--- src/rtl/adc_host_pkg.sv ---
package adc_host_pkg;
  localparam int unsigned WORD_W = 16;

  typedef enum logic [2:0] {
    S_IDLE,
    S_ACQ,
    S_PULSE,
    S_WAIT_HI,
    S_WAIT_LO,
    S_FRAME
  } seq_state_e;
endpackage

--- src/rtl/adc_acq_timer.sv ---
module adc_acq_timer #(
  parameter int unsigned ACQ_CYC = 20
) (
  input  logic clk_i,
  input  logic rst_ni,
  input  logic busy_i,
  output logic acq_ok_o
);
  localparam int unsigned AW = $clog2(ACQ_CYC + 1);
  localparam logic [AW-1:0] ACQ_MAX = AW'(ACQ_CYC);

  logic          busy_q;
  logic [AW-1:0] cnt_q;

  always_ff @(posedge clk_i or negedge rst_ni) begin
    if (!rst_ni) begin
      busy_q <= 1'b0;
      cnt_q  <= ACQ_MAX;
    end else begin
      busy_q <= busy_i;
      if (busy_q && !busy_i)   cnt_q <= '0;
      else if (cnt_q != ACQ_MAX) cnt_q <= cnt_q + 1'b1;
    end
  end

  assign acq_ok_o = (cnt_q == ACQ_MAX) && !busy_i;

  p_acq_after_fall_r3: assert property (@(posedge clk_i) disable iff (!rst_ni)
    (busy_q && !busy_i) |=> !acq_ok_o);
endmodule

--- src/rtl/adc_pulse_gen.sv ---
module adc_pulse_gen #(
  parameter int unsigned PULSE_CYC = 5
) (
  input  logic clk_i,
  input  logic rst_ni,
  input  logic fire_i,
  output logic pulse_o,
  output logic done_o
);
  localparam int unsigned PW = (PULSE_CYC > 1) ? $clog2(PULSE_CYC) : 1;
  localparam logic [PW-1:0] LAST = PW'(PULSE_CYC - 1);

  logic          on_q;
  logic [PW-1:0] cnt_q;

  always_ff @(posedge clk_i or negedge rst_ni) begin
    if (!rst_ni) begin
      on_q  <= 1'b0;
      cnt_q <= '0;
    end else if (!on_q) begin
      if (fire_i) begin
        on_q  <= 1'b1;
        cnt_q <= '0;
      end
    end else if (cnt_q == LAST) begin
      on_q <= 1'b0;
    end else begin
      cnt_q <= cnt_q + 1'b1;
    end
  end

  assign pulse_o = on_q;
  assign done_o  = on_q && (cnt_q == LAST);

  p_no_refire_r2: assert property (@(posedge clk_i) disable iff (!rst_ni)
    done_o |=> !pulse_o);
endmodule

--- src/rtl/adc_frame_eng.sv ---
module adc_frame_eng #(
  parameter int unsigned WORD_W    = 16,
  parameter int unsigned SCLK_HALF = 7
) (
  input  logic              clk_i,
  input  logic              rst_ni,
  input  logic              start_i,
  input  logic [WORD_W-1:0] tx_i,
  output logic              done_o,
  output logic [WORD_W-1:0] rx_o,
  output logic              sync_no,
  output logic              sclk_o,
  output logic              sdo_o,
  input  logic              sdi_i
);
  localparam int unsigned HW = (SCLK_HALF > 1) ? $clog2(SCLK_HALF) : 1;
  localparam int unsigned BW = $clog2(WORD_W);
  localparam logic [HW-1:0] H_LAST = HW'(SCLK_HALF - 1);
  localparam logic [BW-1:0] B_LAST = BW'(WORD_W - 1);

  logic              active_q, sclk_q, done_q;
  logic [HW-1:0]     hc_q;
  logic [BW-1:0]     bc_q;
  logic [WORD_W-1:0] tx_q, rx_q;

  always_ff @(posedge clk_i or negedge rst_ni) begin
    if (!rst_ni) begin
      active_q <= 1'b0;
      sclk_q   <= 1'b0;
      done_q   <= 1'b0;
      hc_q     <= '0;
      bc_q     <= '0;
      tx_q     <= '0;
      rx_q     <= '0;
    end else begin
      done_q <= 1'b0;
      if (!active_q) begin
        if (start_i) begin
          active_q <= 1'b1;
          tx_q     <= tx_i;
          hc_q     <= '0;
          bc_q     <= '0;
          sclk_q   <= 1'b0;
        end
      end else if (hc_q == H_LAST) begin
        hc_q   <= '0;
        sclk_q <= ~sclk_q;
        if (!sclk_q) begin
          rx_q <= {rx_q[WORD_W-2:0], sdi_i};
        end else if (bc_q == B_LAST) begin
          active_q <= 1'b0;
          done_q   <= 1'b1;
        end else begin
          bc_q <= bc_q + 1'b1;
          tx_q <= {tx_q[WORD_W-2:0], 1'b0};
        end
      end else begin
        hc_q <= hc_q + 1'b1;
      end
    end
  end

  assign sync_no = !active_q;
  assign sclk_o  = sclk_q;
  assign sdo_o   = tx_q[WORD_W-1];
  assign rx_o    = rx_q;
  assign done_o  = done_q;

  p_sclk_idle_low_r4: assert property (@(posedge clk_i) disable iff (!rst_ni)
    sync_no |-> !sclk_o);
  p_din_stable_r5: assert property (@(posedge clk_i) disable iff (!rst_ni)
    $rose(sclk_o) |-> $stable(sdo_o));
  p_done_single_r9: assert property (@(posedge clk_i) disable iff (!rst_ni)
    done_o |=> !done_o);
endmodule

--- src/rtl/adc_host_ctrl.sv ---
module adc_host_ctrl
  import adc_host_pkg::*;
#(
  parameter int unsigned CONVST_CYC = 5,
  parameter int unsigned ACQ_CYC    = 20,
  parameter int unsigned SCLK_HALF  = 7
) (
  input  logic              clk_i,
  input  logic              rst_ni,
  input  logic              req_valid_i,
  output logic              req_ready_o,
  input  logic [WORD_W-1:0] req_word_i,
  input  logic              req_overlap_i,
  input  logic              req_sw_start_i,
  output logic              res_valid_o,
  output logic [WORD_W-1:0] res_word_o,
  output logic              adc_convst_o,
  input  logic              adc_busy_i,
  output logic              adc_sync_no,
  output logic              adc_sclk_o,
  output logic              adc_din_o,
  input  logic              adc_dout_i
);
  seq_state_e        st_q, st_d;
  logic [WORD_W-1:0] word_q;
  logic              ovl_q, sw_q;
  logic              acq_ok, pulse_done, frm_done;
  logic              fire, frm_start;

  adc_acq_timer #(.ACQ_CYC(ACQ_CYC)) i_acq (
    .clk_i   (clk_i),
    .rst_ni  (rst_ni),
    .busy_i  (adc_busy_i),
    .acq_ok_o(acq_ok)
  );

  adc_pulse_gen #(.PULSE_CYC(CONVST_CYC)) i_pulse (
    .clk_i  (clk_i),
    .rst_ni (rst_ni),
    .fire_i (fire),
    .pulse_o(adc_convst_o),
    .done_o (pulse_done)
  );

  adc_frame_eng #(.WORD_W(WORD_W), .SCLK_HALF(SCLK_HALF)) i_frame (
    .clk_i  (clk_i),
    .rst_ni (rst_ni),
    .start_i(frm_start),
    .tx_i   (word_q),
    .done_o (frm_done),
    .rx_o   (res_word_o),
    .sync_no(adc_sync_no),
    .sclk_o (adc_sclk_o),
    .sdo_o  (adc_din_o),
    .sdi_i  (adc_dout_i)
  );

  always_comb begin
    st_d = st_q;
    unique case (st_q)
      S_IDLE:    if (req_valid_i) st_d = S_ACQ;
      S_ACQ:     if (acq_ok) st_d = sw_q ? S_FRAME : S_PULSE;
      S_PULSE:   if (pulse_done) st_d = S_WAIT_HI;
      S_WAIT_HI: if (adc_busy_i) st_d = (ovl_q && !sw_q) ? S_FRAME : S_WAIT_LO;
      S_WAIT_LO: if (!adc_busy_i) st_d = (sw_q || ovl_q) ? S_IDLE : S_FRAME;
      S_FRAME:   if (frm_done) st_d = sw_q ? S_WAIT_HI : (ovl_q ? S_WAIT_LO : S_IDLE);
      default:   st_d = S_IDLE;
    endcase
  end

  assign fire        = (st_q != S_PULSE) && (st_d == S_PULSE);
  assign frm_start   = (st_q != S_FRAME) && (st_d == S_FRAME);
  assign req_ready_o = (st_q == S_IDLE);
  assign res_valid_o = frm_done;

  always_ff @(posedge clk_i or negedge rst_ni) begin
    if (!rst_ni) begin
      st_q   <= S_IDLE;
      word_q <= '0;
      ovl_q  <= 1'b0;
      sw_q   <= 1'b0;
    end else begin
      st_q <= st_d;
      if (st_q == S_IDLE && req_valid_i) begin
        word_q <= req_word_i;
        ovl_q  <= req_overlap_i;
        sw_q   <= req_sw_start_i;
      end
    end
  end

  p_convst_idle_busy_r3: assert property (@(posedge clk_i) disable iff (!rst_ni)
    $rose(adc_convst_o) |-> !adc_busy_i);
  p_after_frame_r6: assert property (@(posedge clk_i) disable iff (!rst_ni)
    ($fell(adc_sync_no) && !ovl_q && !sw_q) |-> !adc_busy_i);
  p_ovl_frame_r7: assert property (@(posedge clk_i) disable iff (!rst_ni)
    ($fell(adc_sync_no) && ovl_q && !sw_q) |-> adc_busy_i);
  p_sw_no_pulse_r8: assert property (@(posedge clk_i) disable iff (!rst_ni)
    (sw_q && st_q != S_IDLE) |-> !adc_convst_o);
  p_ready_quiet_r10: assert property (@(posedge clk_i) disable iff (!rst_ni)
    req_ready_o |-> (adc_sync_no && !adc_convst_o));
endmodule

--- config.mk ---
export PLATFORM = sky130hd
export DESIGN_NAME = adc_host_ctrl
export DESIGN_NICKNAME = d
export VERILOG_FILES = /design/src/rtl/adc_host_pkg.sv /design/src/rtl/adc_acq_timer.sv /design/src/rtl/adc_pulse_gen.sv /design/src/rtl/adc_frame_eng.sv /design/src/rtl/adc_host_ctrl.sv
export SDC_FILE = /design/constraint.sdc
export NUM_CORES = 1
export LEC_CHECK = 0
export BUFFER_PORTS_ARGS = -buffer_cell sky130_fd_sc_hd__buf_2
export CORE_UTILIZATION = 60
export CTS_CLUSTER_DIAMETER = 50
export DETAILED_ROUTE_END_ITERATION = 16
export MAX_ROUTING_LAYER = met4
export PLACE_DENSITY_LB_ADDON = 0.2
export SLEW_MARGIN = 20
export SYNTH_ARGS = -nofsm -noshare
export SYNTH_HDL_FRONTEND = slang
export SYNTH_SLANG_ARGS = --single-unit
export TNS_END_PERCENT = 30
--- constraint.sdc ---
create_clock -name clk_i -period 3.15 [get_ports clk_i]
set_input_delay 0 -clock clk_i [delete_from_list [all_inputs] [get_ports clk_i]]
set_output_delay 0 -clock clk_i [all_outputs]
set_load 0.005 [all_outputs]
Yosys cells after proc, flatten, opt, wreduce, memory -nomap -nowiden
Index checks and enable logic that the tools add are counted.
{"block": "totals", "elab_cells": 102, "regBits": 73, "inputBits": 23, "out_inout_bits": 22}
{"block": "op_classes", "muxes": 45, "bitwise_logic": 1, "n_eq_ne": 18, "add_sub_neg": 4, "reduce_logical": 19}
{"cell": "$mux W16", "n": 5}
{"cell": "$mux W3", "n": 16}
{"cell": "$mux W4", "n": 5}
{"cell": "$pmux W3 S6", "n": 1}
{"cell": "$mux W1", "n": 16}
{"cell": "$eq A3 B3 Y1 const B", "n": 5}
{"cell": "$mux W5", "n": 2}
{"cell": "$eq A3 B2 Y1 const B", "n": 3}
{"cell": "$ne A2 B2 Y1 const B", "n": 4}
{"cell": "$logic_and A1 B1 Y1", "n": 7}
{"cell": "$add A3 B1 Y3 const B", "n": 2}
{"cell": "$reduce_bool A2 Y1", "n": 3}
{"cell": "$add A5 B1 Y5 const B", "n": 1}
{"cell": "$eq A5 B5 Y1 const B", "n": 1}
{"cell": "$ne A5 B5 Y1 const B", "n": 1}
{"cell": "$add A4 B1 Y4 const B", "n": 1}
{"cell": "$eq A4 B4 Y1 const B", "n": 1}
{"cell": "$reduce_and A2 Y1", "n": 2}
{"cell": "$reduce_and A4 Y1", "n": 1}
{"cell": "$eq A3 B1 Y1 const B", "n": 1}
{"cell": "$logic_not A1 Y1", "n": 3}
{"cell": "$logic_not A3 Y1", "n": 1}
{"cell": "$ne A3 B2 Y1 const B", "n": 1}
{"cell": "$ne A3 B3 Y1 const B", "n": 1}
{"cell": "other kinds (3)", "n": 3}

Longest topological paths before layout
Gate-level depths: netlist of run 1.
{"block": "logic_depth", "ltp_word": 9, "ltp_mapped": 10, "ltp_nobuf": 8}

Cells and area by module
From an unflattened synthesis of run 1, not the netlist that was laid out.
{"block": "unflattened", "hier_cells": 257, "hier_area_um2": 3505.9}
{"module": "adc_frame_eng", "seq_area_each_um2": 1051.0, "area_each_um2": 1929.4, "n_inst": 1, "cells_per_inst": 132}
{"module": "adc_host_ctrl", "seq_area_each_um2": 525.5, "area_each_um2": 1049.8, "n_inst": 1, "cells_per_inst": 79}
{"module": "adc_acq_timer", "seq_area_each_um2": 152.6, "area_each_um2": 300.3, "n_inst": 1, "cells_per_inst": 26}
{"module": "adc_pulse_gen", "seq_area_each_um2": 100.1, "area_each_um2": 226.5, "n_inst": 1, "cells_per_inst": 20}

Worst setup path after synthesis of run 1
No wires, ideal clock.
{"block": "synth_timing", "path_kind": "reg2reg", "start": "register i_acq.cnt_q[0]", "end": "register i_frame.tx_q[10]", "period_less_slack_ns": 2.034, "path_stages_with_launch": 11, "setup_ns": 0.134, "path_slack_ns": 1.116, "arrival_ns": 1.900, "required_ns": 3.016, "path_buffers": 2, "path_cell_list": "dfrtp_1 inv_1 ha_1 nand4b_4 nor4_1 a211o_1 o211a_1 or2_1 buf_6 buf_8 a21oi_4"}
{"block": "synth_via", "elab_chain_cells": 8}
{"element": "start, declared", "line_no": "adc_acq_timer.sv:13", "rtl": "logic [AW-1:0] cnt_q;"}
{"element": "start signal, assigned", "line_no": "adc_acq_timer.sv:22", "rtl": "else if (cnt_q != ACQ_MAX) cnt_q <= cnt_q + 1'b1;"}
{"element": "$eq A5 B5 Y1", "line_no": "adc_acq_timer.sv:26", "rtl": "assign acq_ok_o = (cnt_q == ACQ_MAX) && !busy_i;"}
{"element": "$logic_and A1 B1 Y1", "line_no": "adc_acq_timer.sv:26"}
{"element": "$mux W3", "line_no": "adc_host_ctrl.sv:62", "rtl": "S_ACQ: if (acq_ok) st_d = sw_q ? S_FRAME : S_PULSE;"}
{"element": "$pmux W3 S6", "line_no": "adc_host_ctrl.sv:60", "rtl": "unique case (st_q)"}
{"element": "$eq A3 B3 Y1", "line_no": "adc_host_ctrl.sv:72", "rtl": "assign frm_start = (st_q != S_FRAME) && (st_d == S_FRAME);"}
{"element": "$logic_and A1 B1 Y1", "line_no": "adc_host_ctrl.sv:72"}
{"element": "$reduce_bool A2 Y1 (no line)"}
{"element": "$reduce_and A4 Y1 (no line)"}
{"element": "end signal, assigned", "line_no": "adc_frame_eng.sv:40", "rtl": "tx_q <= tx_i;"}
{"element": "end signal, assigned", "line_no": "adc_frame_eng.sv:55", "rtl": "tx_q <= {tx_q[WORD_W-2:0], 1'b0};"}
{"element": "end, declared", "line_no": "adc_frame_eng.sv:24", "rtl": "logic [WORD_W-1:0] tx_q, rx_q;"}
No other way between the ends.
A chain may end at the register's enable or synchronous reset.

Final worst setup path of run 1
{"block": "layout_timing", "start": "register i_acq.cnt_q[0]", "end": "register i_frame.bc_q[3]"}
{"block": "layout_via", "elab_chain_cells": 8}
{"element": "$eq A5 B5 Y1", "line_no": "adc_acq_timer.sv:26"}
{"element": "$logic_and A1 B1 Y1", "line_no": "adc_acq_timer.sv:26"}
{"element": "$mux W3", "line_no": "adc_host_ctrl.sv:62"}
{"element": "$pmux W3 S6", "line_no": "adc_host_ctrl.sv:60"}
{"element": "$eq A3 B3 Y1", "line_no": "adc_host_ctrl.sv:72"}
{"element": "$logic_and A1 B1 Y1", "line_no": "adc_host_ctrl.sv:72"}
{"element": "$reduce_bool A2 Y1 (no line)"}
{"element": "$reduce_and A4 Y1 (no line)"}
{"element": "end signal, assigned", "line_no": "adc_frame_eng.sv:54", "rtl": "bc_q <= bc_q + 1'b1;"}
{"element": "end, declared", "line_no": "adc_frame_eng.sv:23", "rtl": "logic [BW-1:0] bc_q;"}
No other way between the ends.

==> flow_metrics.env, run 1 <==
export IMPL_pwr_share_comb_pct=30.1
export IMPL_clockRootBuffer="clkbuf_8"
export IMPL_crit_fanout=17
export IMPL_critPathMaxStageDelay_ns=0.42
export IMPL_post_dp_hpwl_um=3940
export IMPL_die_w_um=77.1
export IMPL_cts_tree="done"
export IMPL_arrival_ns=2.56
export IMPL_critPathTopFamily="simple AND/OR/NAND/NOR gates"
export IMPL_final_min_clock_period_ns=2.36
export IMPL_cts_setup_buffers=0
export IMPL_status="finished clean"
export IMPL_routed_wl_um=6180
export IMPL_gp_congestion=0.895
export IMPL_layout_nets=374
export IMPL_die_y_um=77.1
export IMPL_num_rows=26
export IMPL_wire_per_inst_um=14.7
export IMPL_ir_worst_vdd_mv=0.609
export IMPL_p_leak_nw=2.03
export IMPL_cp_num_buf_inv=2
export IMPL_holdCritPathClass="in -> reg"
export IMPL_synth_cell_area_um2=3380
export IMPL_crit_chain="inv_1, ha_1, nand4b_4, nor4_1, a211o_1, o211a_1, or2_1, buf_4, o21ai_0"
export IMPL_antenna_cells=0
export IMPL_pin_count=45
export IMPL_drive_above_1_share_pct=32.2
export IMPL_grt_start_max_net_pins=74
export IMPL_cap_violations=0
export IMPL_endpoint_kind="flip-flop"
export IMPL_synth_area_leaders="dfrtp_1, mux2_2, mux2i_1, a21oi_4, nor3_1"
export IMPL_route_detailed_drc=0
export IMPL_critPathRequiredTime_ns=3.35
export IMPL_postSynthCellCount=277
export IMPL_start_util_pct=64.2
export IMPL_switching_share_pct=33.6
export IMPL_slew_headroom_pct=39.6
export IMPL_p_clk_share_pct=24.4
export IMPL_vias=2357
export IMPL_ant_nets=0
export IMPL_min_period_over_period_pct=75.0
export IMPL_yosysUniqueCellTypes=42
export IMPL_powerDensity_nw_per_um2=827
export IMPL_yosys_area_top_type="dfrtp_1"
export IMPL_die_area_um2=5940
export IMPL_via_per_inst=5.60
export IMPL_p_sw_mw=1.14
export IMPL_synth_seq_cells=73
export IMPL_skew_ns=0.00578
export IMPL_crit_slowest_cell="dfrtp_1"
export IMPL_ys_flop_type="dfrtp_1"
export IMPL_numCtsBuffers=9
export IMPL_synth_enable_flop_cells=0
export IMPL_hold_violations=0
export IMPL_pre_cts_slack_ns=0.840
export IMPL_antenna_found_initial=0
export IMPL_grt_pass1_vias=2337
export IMPL_cp_start_kind="flip-flop"
export IMPL_worst_pin_slew_ns=0.905
export IMPL_async_flop_share_pct=100
export IMPL_cts_repair_resized=0
export IMPL_fp_coreArea_um2=5270
export IMPL_placed_cell_area_um2=3660
export IMPL_internal_power_mw=2.25
export IMPL_crit_type="reg -> reg"
export IMPL_fmax_mhz=423
export IMPL_clkSinkCount=73
export IMPL_synth_area_per_cell_um2=12.2
export IMPL_finalSetupViolations=0
export IMPL_drtIter0Drc=108
export IMPL_clk_path_buf_depth=2
export IMPL_fin_ws_ns=0.787
export IMPL_grt_use_total_pct=24.1
export IMPL_share_seq_of_total_power_pct=45.5
export IMPL_grt_pass1_wl_um=10600
export IMPL_grt_overflow_total=0
export IMPL_fin_tns_setup_ns=0
export IMPL_worstSkewPairLatency_ns=0.35
export IMPL_path_clk_slew_ns=0.08
export IMPL_port_buffers=44
export IMPL_yosysSeqAreaShare_pct=54.1
export IMPL_synth_warnings=0
export IMPL_drv_slew=0
export IMPL_dr_pass1_iters=4
export IMPL_syn_nets=305
export IMPL_ctsHtreeMaxLevel=3
export IMPL_synth_top_cell_area_share_pct=52.6
export IMPL_cts_hold_buf=21
export IMPL_rsz0062_at_grt="no"
export IMPL_final_cell_area_um2=4100
export IMPL_area_growth_pct=21.3
-- cell usage in the layout (no fill, tap or decap), types with 11 or more instances in the layout --
master,instances
buf_2,44
a21oi_1,11
nor3_1,19
mux2i_1,17
dfrtp_1,71
inv_1,11
mux2_2,32
nor2_1,12
dlygate4sd3_1,21
nand2_1,16
-- state kept, by name (all words and copies together), names as in the netlist, 3 cells and up --
signal and cells:
i_pulse.cnt_q 3, i_frame.bc_q 4, st_q 3, word_q 16, i_frame.tx_q 16, i_frame.hc_q 3
i_acq.cnt_q 5, i_frame.rx_o 16
-- final timing paths --
path / cells past startpoint / startpoint / slack, ns / to
hold reg to reg: 1 / i_frame.bc_q[0] / 0.52 / i_frame.bc_q[0]
hold / removal: 4 / req_valid_i / 0.32 / st_q[0]
setup / recovery: 9 / i_acq.cnt_q[0] / 0.79 / i_frame.bc_q[3]
setup reg to reg: 9 / i_acq.cnt_q[0] / 0.79 / i_frame.bc_q[3]
min in group asynchronous: 3 / rst_ni / 0.38 / i_acq.cnt_q[3]
max in group asynchronous: 3 / rst_ni / 2.17 / i_frame.bc_q[2]
-- synth_stat cells, types with 7 or more instances --
library cell and number:
mux2_2 32, nor3_1 19, nand2_1 16, a21oi_1 11
dfrtp_1 71, clkbuf_1 7, nand3_1 7, mux2i_1 17
o21ai_0 10, nor2_1 12, inv_1 11, a21oi_4 10
-- final cells by class --
class	instances	area (um^2)
multi-input combinational	180	1440
timing repair buffer	71	475
tap	70	87.6
sequential	73	1830
inverter	11	41.3
clock inverter	6	91.3
fill	350	1170
clock buffer	10	138
-- stage by stage --
step                      hold slack, ns  power [mW]  cells  utilization [%]
final                              0.323        3.39    421             77.8
after global routing               0.353        3.60    421             77.8
after CTS                          0.289        3.43    421             77.8
after detailed placement           0.211        2.56    384             69.5
after global placement             0.205        2.49    384             69.5
after floorplan                   -0.296        2.30    277                -
-- tightest hold or removal path: stages --
cell,delay (ns)
buf_2,0.10
o32ai_2,0.07
o32ai_1,0.30
or2_2,0.17
-- kinds of logic (layout without fill, tap and decap cells) --
group	Yosys count	count (layout)	share of synthesized area, %
AO/OA/AOI/OAI	48	48	12.2
XOR/XNOR	4	4	1.04
adder cells (fa/ha/maj)	5	5	1.85
buffers and inverters	24	98	3.37
flip-flops	73	73	54.1
multiplexers	49	49	15.7
AND/OR/NAND/NOR	74	74	11.8
-- routing by layer --
metal  GRT usage, %  vias up  part of all wire (%)
met2           38.3       49                    49
li1               -     1130                     -
met1           28.3     1161                    45
met5              -        -                     0
met4           9.62        0                   2.1
met3           7.98       17                   3.7
-- power by group through the flow --
stage | clock [mW] | sequential, mW | combinational (mW)
finish | 0.827 | 1.54 | 1.02
global route | 0.886 | 1.59 | 1.13
CTS | 0.851 | 1.54 | 1.03
detailed placement | 0 | 1.56 | 1.01
global placement | 0 | 1.54 | 0.952
floorplan | 0 | 1.47 | 0.836
(Power assumes the default switching activity.)
==> run 2: changes to the inputs <==
--- a/config.mk
+++ b/config.mk
@@ -6,7 +6,7 @@
 export NUM_CORES = 1
 export LEC_CHECK = 0
 export BUFFER_PORTS_ARGS = -buffer_cell sky130_fd_sc_hd__buf_2
-export CORE_UTILIZATION = 60
+export CORE_UTILIZATION = 52
 export CTS_CLUSTER_DIAMETER = 50
 export DETAILED_ROUTE_END_ITERATION = 16
 export MAX_ROUTING_LAYER = met4
==> constraint.sdc (replaced) <==
create_clock -name clk_i -period 2.1 [get_ports clk_i]
set_input_delay 0 -clock clk_i [delete_from_list [all_inputs] [get_ports clk_i]]
set_output_delay 0 -clock clk_i [all_outputs]
set_load 0.005 [all_outputs]
==> run 2 against run 1 <==
  * Core utilization is 11 points lower
  * Non-clock buffer count is 9 higher
  * Sequential share of layout area is 1.5 points lower
  * Cell count is 3.8% higher
  * Critical path depth stayed put
  * Sequential power is 50% higher
  * Clock power is 18% higher
  * Clock-buffer cell count is 4 higher
  * Via count is 0.98% lower
  * First-iteration DRC count is 31% lower
  * Register-to-register slack worse by 0.69 ns
  * Highest routed layer unchanged
==> flow_metrics.env, run 2 (same netlist as run 1, synthesis figures left out) <==
export IMPL_area_growth_pct=25.6
export IMPL_pre_cts_slack_ns=-0.107
export IMPL_drtIter0Drc=75
export IMPL_crit_type="reg -> reg"
export IMPL_antenna_found_initial=0
export IMPL_fp_coreArea_um2=6310
export IMPL_endpoint_kind="flip-flop"
export IMPL_final_min_clock_period_ns=2.01
export IMPL_port_buffers=44
export IMPL_die_w_um=82.6
export IMPL_multi_input_area_um2=1490
export IMPL_crit_fanout=20
export IMPL_r2r_start="i_acq.cnt_q[1]"
export IMPL_finalSetupViolations=0
export IMPL_grt_use_total_pct=20.4
export IMPL_ctsHtreeMaxLevel=3
export IMPL_arrival_ns=2.22
export IMPL_num_rows=29
export IMPL_internal_power_mw=3.25
export IMPL_cts_tree="done"
export IMPL_vias=2334
export IMPL_final_seq_area_um2=1830
export IMPL_instances_no_fill=437
export IMPL_min_period_over_period_pct=95.6
export IMPL_p_sw_mw=1.67
export IMPL_grt_pass1_vias=2283
export IMPL_dr_pass1_iters=4
export IMPL_start_util_pct=53.5
export IMPL_rrSetupSlack_ns=0.09
export IMPL_routed_wl_um=6130
export IMPL_whs_path_depth=3
export IMPL_fmax_mhz=498
export IMPL_cap_violations=0
export IMPL_holdCritPathClass="in -> reg"
export IMPL_ant_nets=0
export IMPL_powerDensity_nw_per_um2=1160
export IMPL_hold_violations=0
export IMPL_fillers=487
export IMPL_drive_above_1_share_pct=35.8
export IMPL_hp_start="req_valid_i"
export IMPL_worstSkewPairLatency_ns=0.34
export IMPL_worst_pin_slew_ns=0.397
export IMPL_critPathRequiredTime_ns=2.31
export IMPL_final_cell_mix="dfrtp_1, buf_2, mux2_2"
export IMPL_post_dp_hpwl_um=3910
export IMPL_status="finished clean"
export IMPL_die_y_um=82.6
export IMPL_place_inst=396
export IMPL_fin_total_pwr_mw=4.92
export IMPL_route_detailed_drc=0
export IMPL_share_seq_of_total_power_pct=47.0
export IMPL_fin_ws_ns=0.0926
export IMPL_numCtsBuffers=9
export IMPL_clkSinkCount=73
export IMPL_grt_pass1_wl_um=10000
export IMPL_p_clk_share_pct=19.9
export IMPL_rsz0062_at_grt="no"
export IMPL_wire_per_inst_um=14.0
export IMPL_grt_overflow_total=0
export IMPL_hold_slack_ns=0.166
export IMPL_drv_slew=0
export IMPL_skew_ns=0.00997
export IMPL_slew_headroom_pct=73.5
export IMPL_pwr_share_comb_pct=33.1
export IMPL_layout_nets=383
export IMPL_p_leak_nw=2.08
export IMPL_grt_start_max_net_pins=74
export IMPL_clockRootBuffer="clkbuf_8"
export IMPL_via_per_inst=5.34
export IMPL_layout_cells_most_common="dfrtp_1"
export IMPL_gp_congestion=0.866
export IMPL_path_clk_slew_ns=0.08
export IMPL_switching_share_pct=33.9
export IMPL_antenna_cells=0
export IMPL_ir_worst_vdd_mv=0.752
export IMPL_cp_start_kind="flip-flop"
export IMPL_clk_path_buf_depth=2
export IMPL_hold_path_endpoint="ovl_q"
export IMPL_die_area_um2=6830
export IMPL_pin_count=45
export IMPL_reg2reg_to="i_frame.tx_q[11]"
export IMPL_reg2regPathDepth=9
## run 2: cell count changes in the layout (fill, tap and decap cells not counted), moves of 2 or more
cell        before  now
inv_1           11    9
inv_2            0    2
buf_12           0    4
buf_4            6    9
clkinvlp_4       3    1
bufinv_16        2    0
clkbuf_1         0    3
## run 2: repair_timing
action / 4_1_cts / 5_1_grt
cloned: 0 / 1
gates resized for setup: 4 / 11
hold buffers: 21 / 0
hold endpoints to repair: 93 / 0
setup endpoints to repair: 18 / 26
pin swaps: 0 / 3
setup buffers: 0 / 3
## run 2: worst max path at each step
stage,startpoint,endpoint,cells after the start
global route,i_acq.cnt_q[1],i_frame.tx_q[10],9
detailed placement,i_acq.cnt_q[1],i_frame.tx_q[3],9
floorplan,i_acq.cnt_q[0],i_frame.tx_q[10],10
global placement,i_acq.cnt_q[1],i_frame.bc_q[0],9
CTS,i_acq.cnt_q[1],i_frame.hc_q[0],8
finish,i_acq.cnt_q[1],i_frame.tx_q[11],9
## run 2: worst max-delay path, stage by stage, from the launching register on
cell and delay (ns):
dfrtp_1 0.41, inv_2 0.08, ha_4 0.14, nand4b_4 0.13, o32ai_4 0.23, o32ai_2 0.11
o211a_1 0.28, buf_12 0.16, nor3_1 0.30, a21oi_4 0.03
## run 2: layer usage
metal	global-route usage, %	share of wire (%)	vias up
met3	5.71	3.2	10
met5	-	0	-
li1	-	-	1137
met1	24.2	46	1150
met2	32.9	49	37
met4	8.45	1.8	0
## run 2: power by group through the flow
stage	registers, mW	clock network, mW	logic, mW
after floorplan	2.20	0	1.25
after global placement	2.31	0	1.47
after detailed placement	2.32	0	1.52
after CTS	2.30	1.02	1.57
after global routing	2.38	1.07	1.81
final	2.31	0.979	1.63
## run 2: stage by stage
stage / utilization [%] / setup TNS, ns / area, um^2
floorplan: - / 0 / 3380
global placement: 59.5 / 0 / 3760
detailed placement: 59.5 / -0.963 / 3760
CTS: 65.9 / 0 / 4160
global route: 67.3 / 0 / 4250
finish: 67.3 / 0 / 4250
## run 2: cell type report
cell class | count | share of cell area, %
Sequential cell | 73 | 43.1
Clock buffer | 14 | 3.83
Timing Repair Buffer | 80 | 14.6
Multi-Input combinational cell | 180 | 35.0
Inverter | 11 | 0.972
Tap cell | 77 | 2.27
Clock inverter | 2 | 0.295
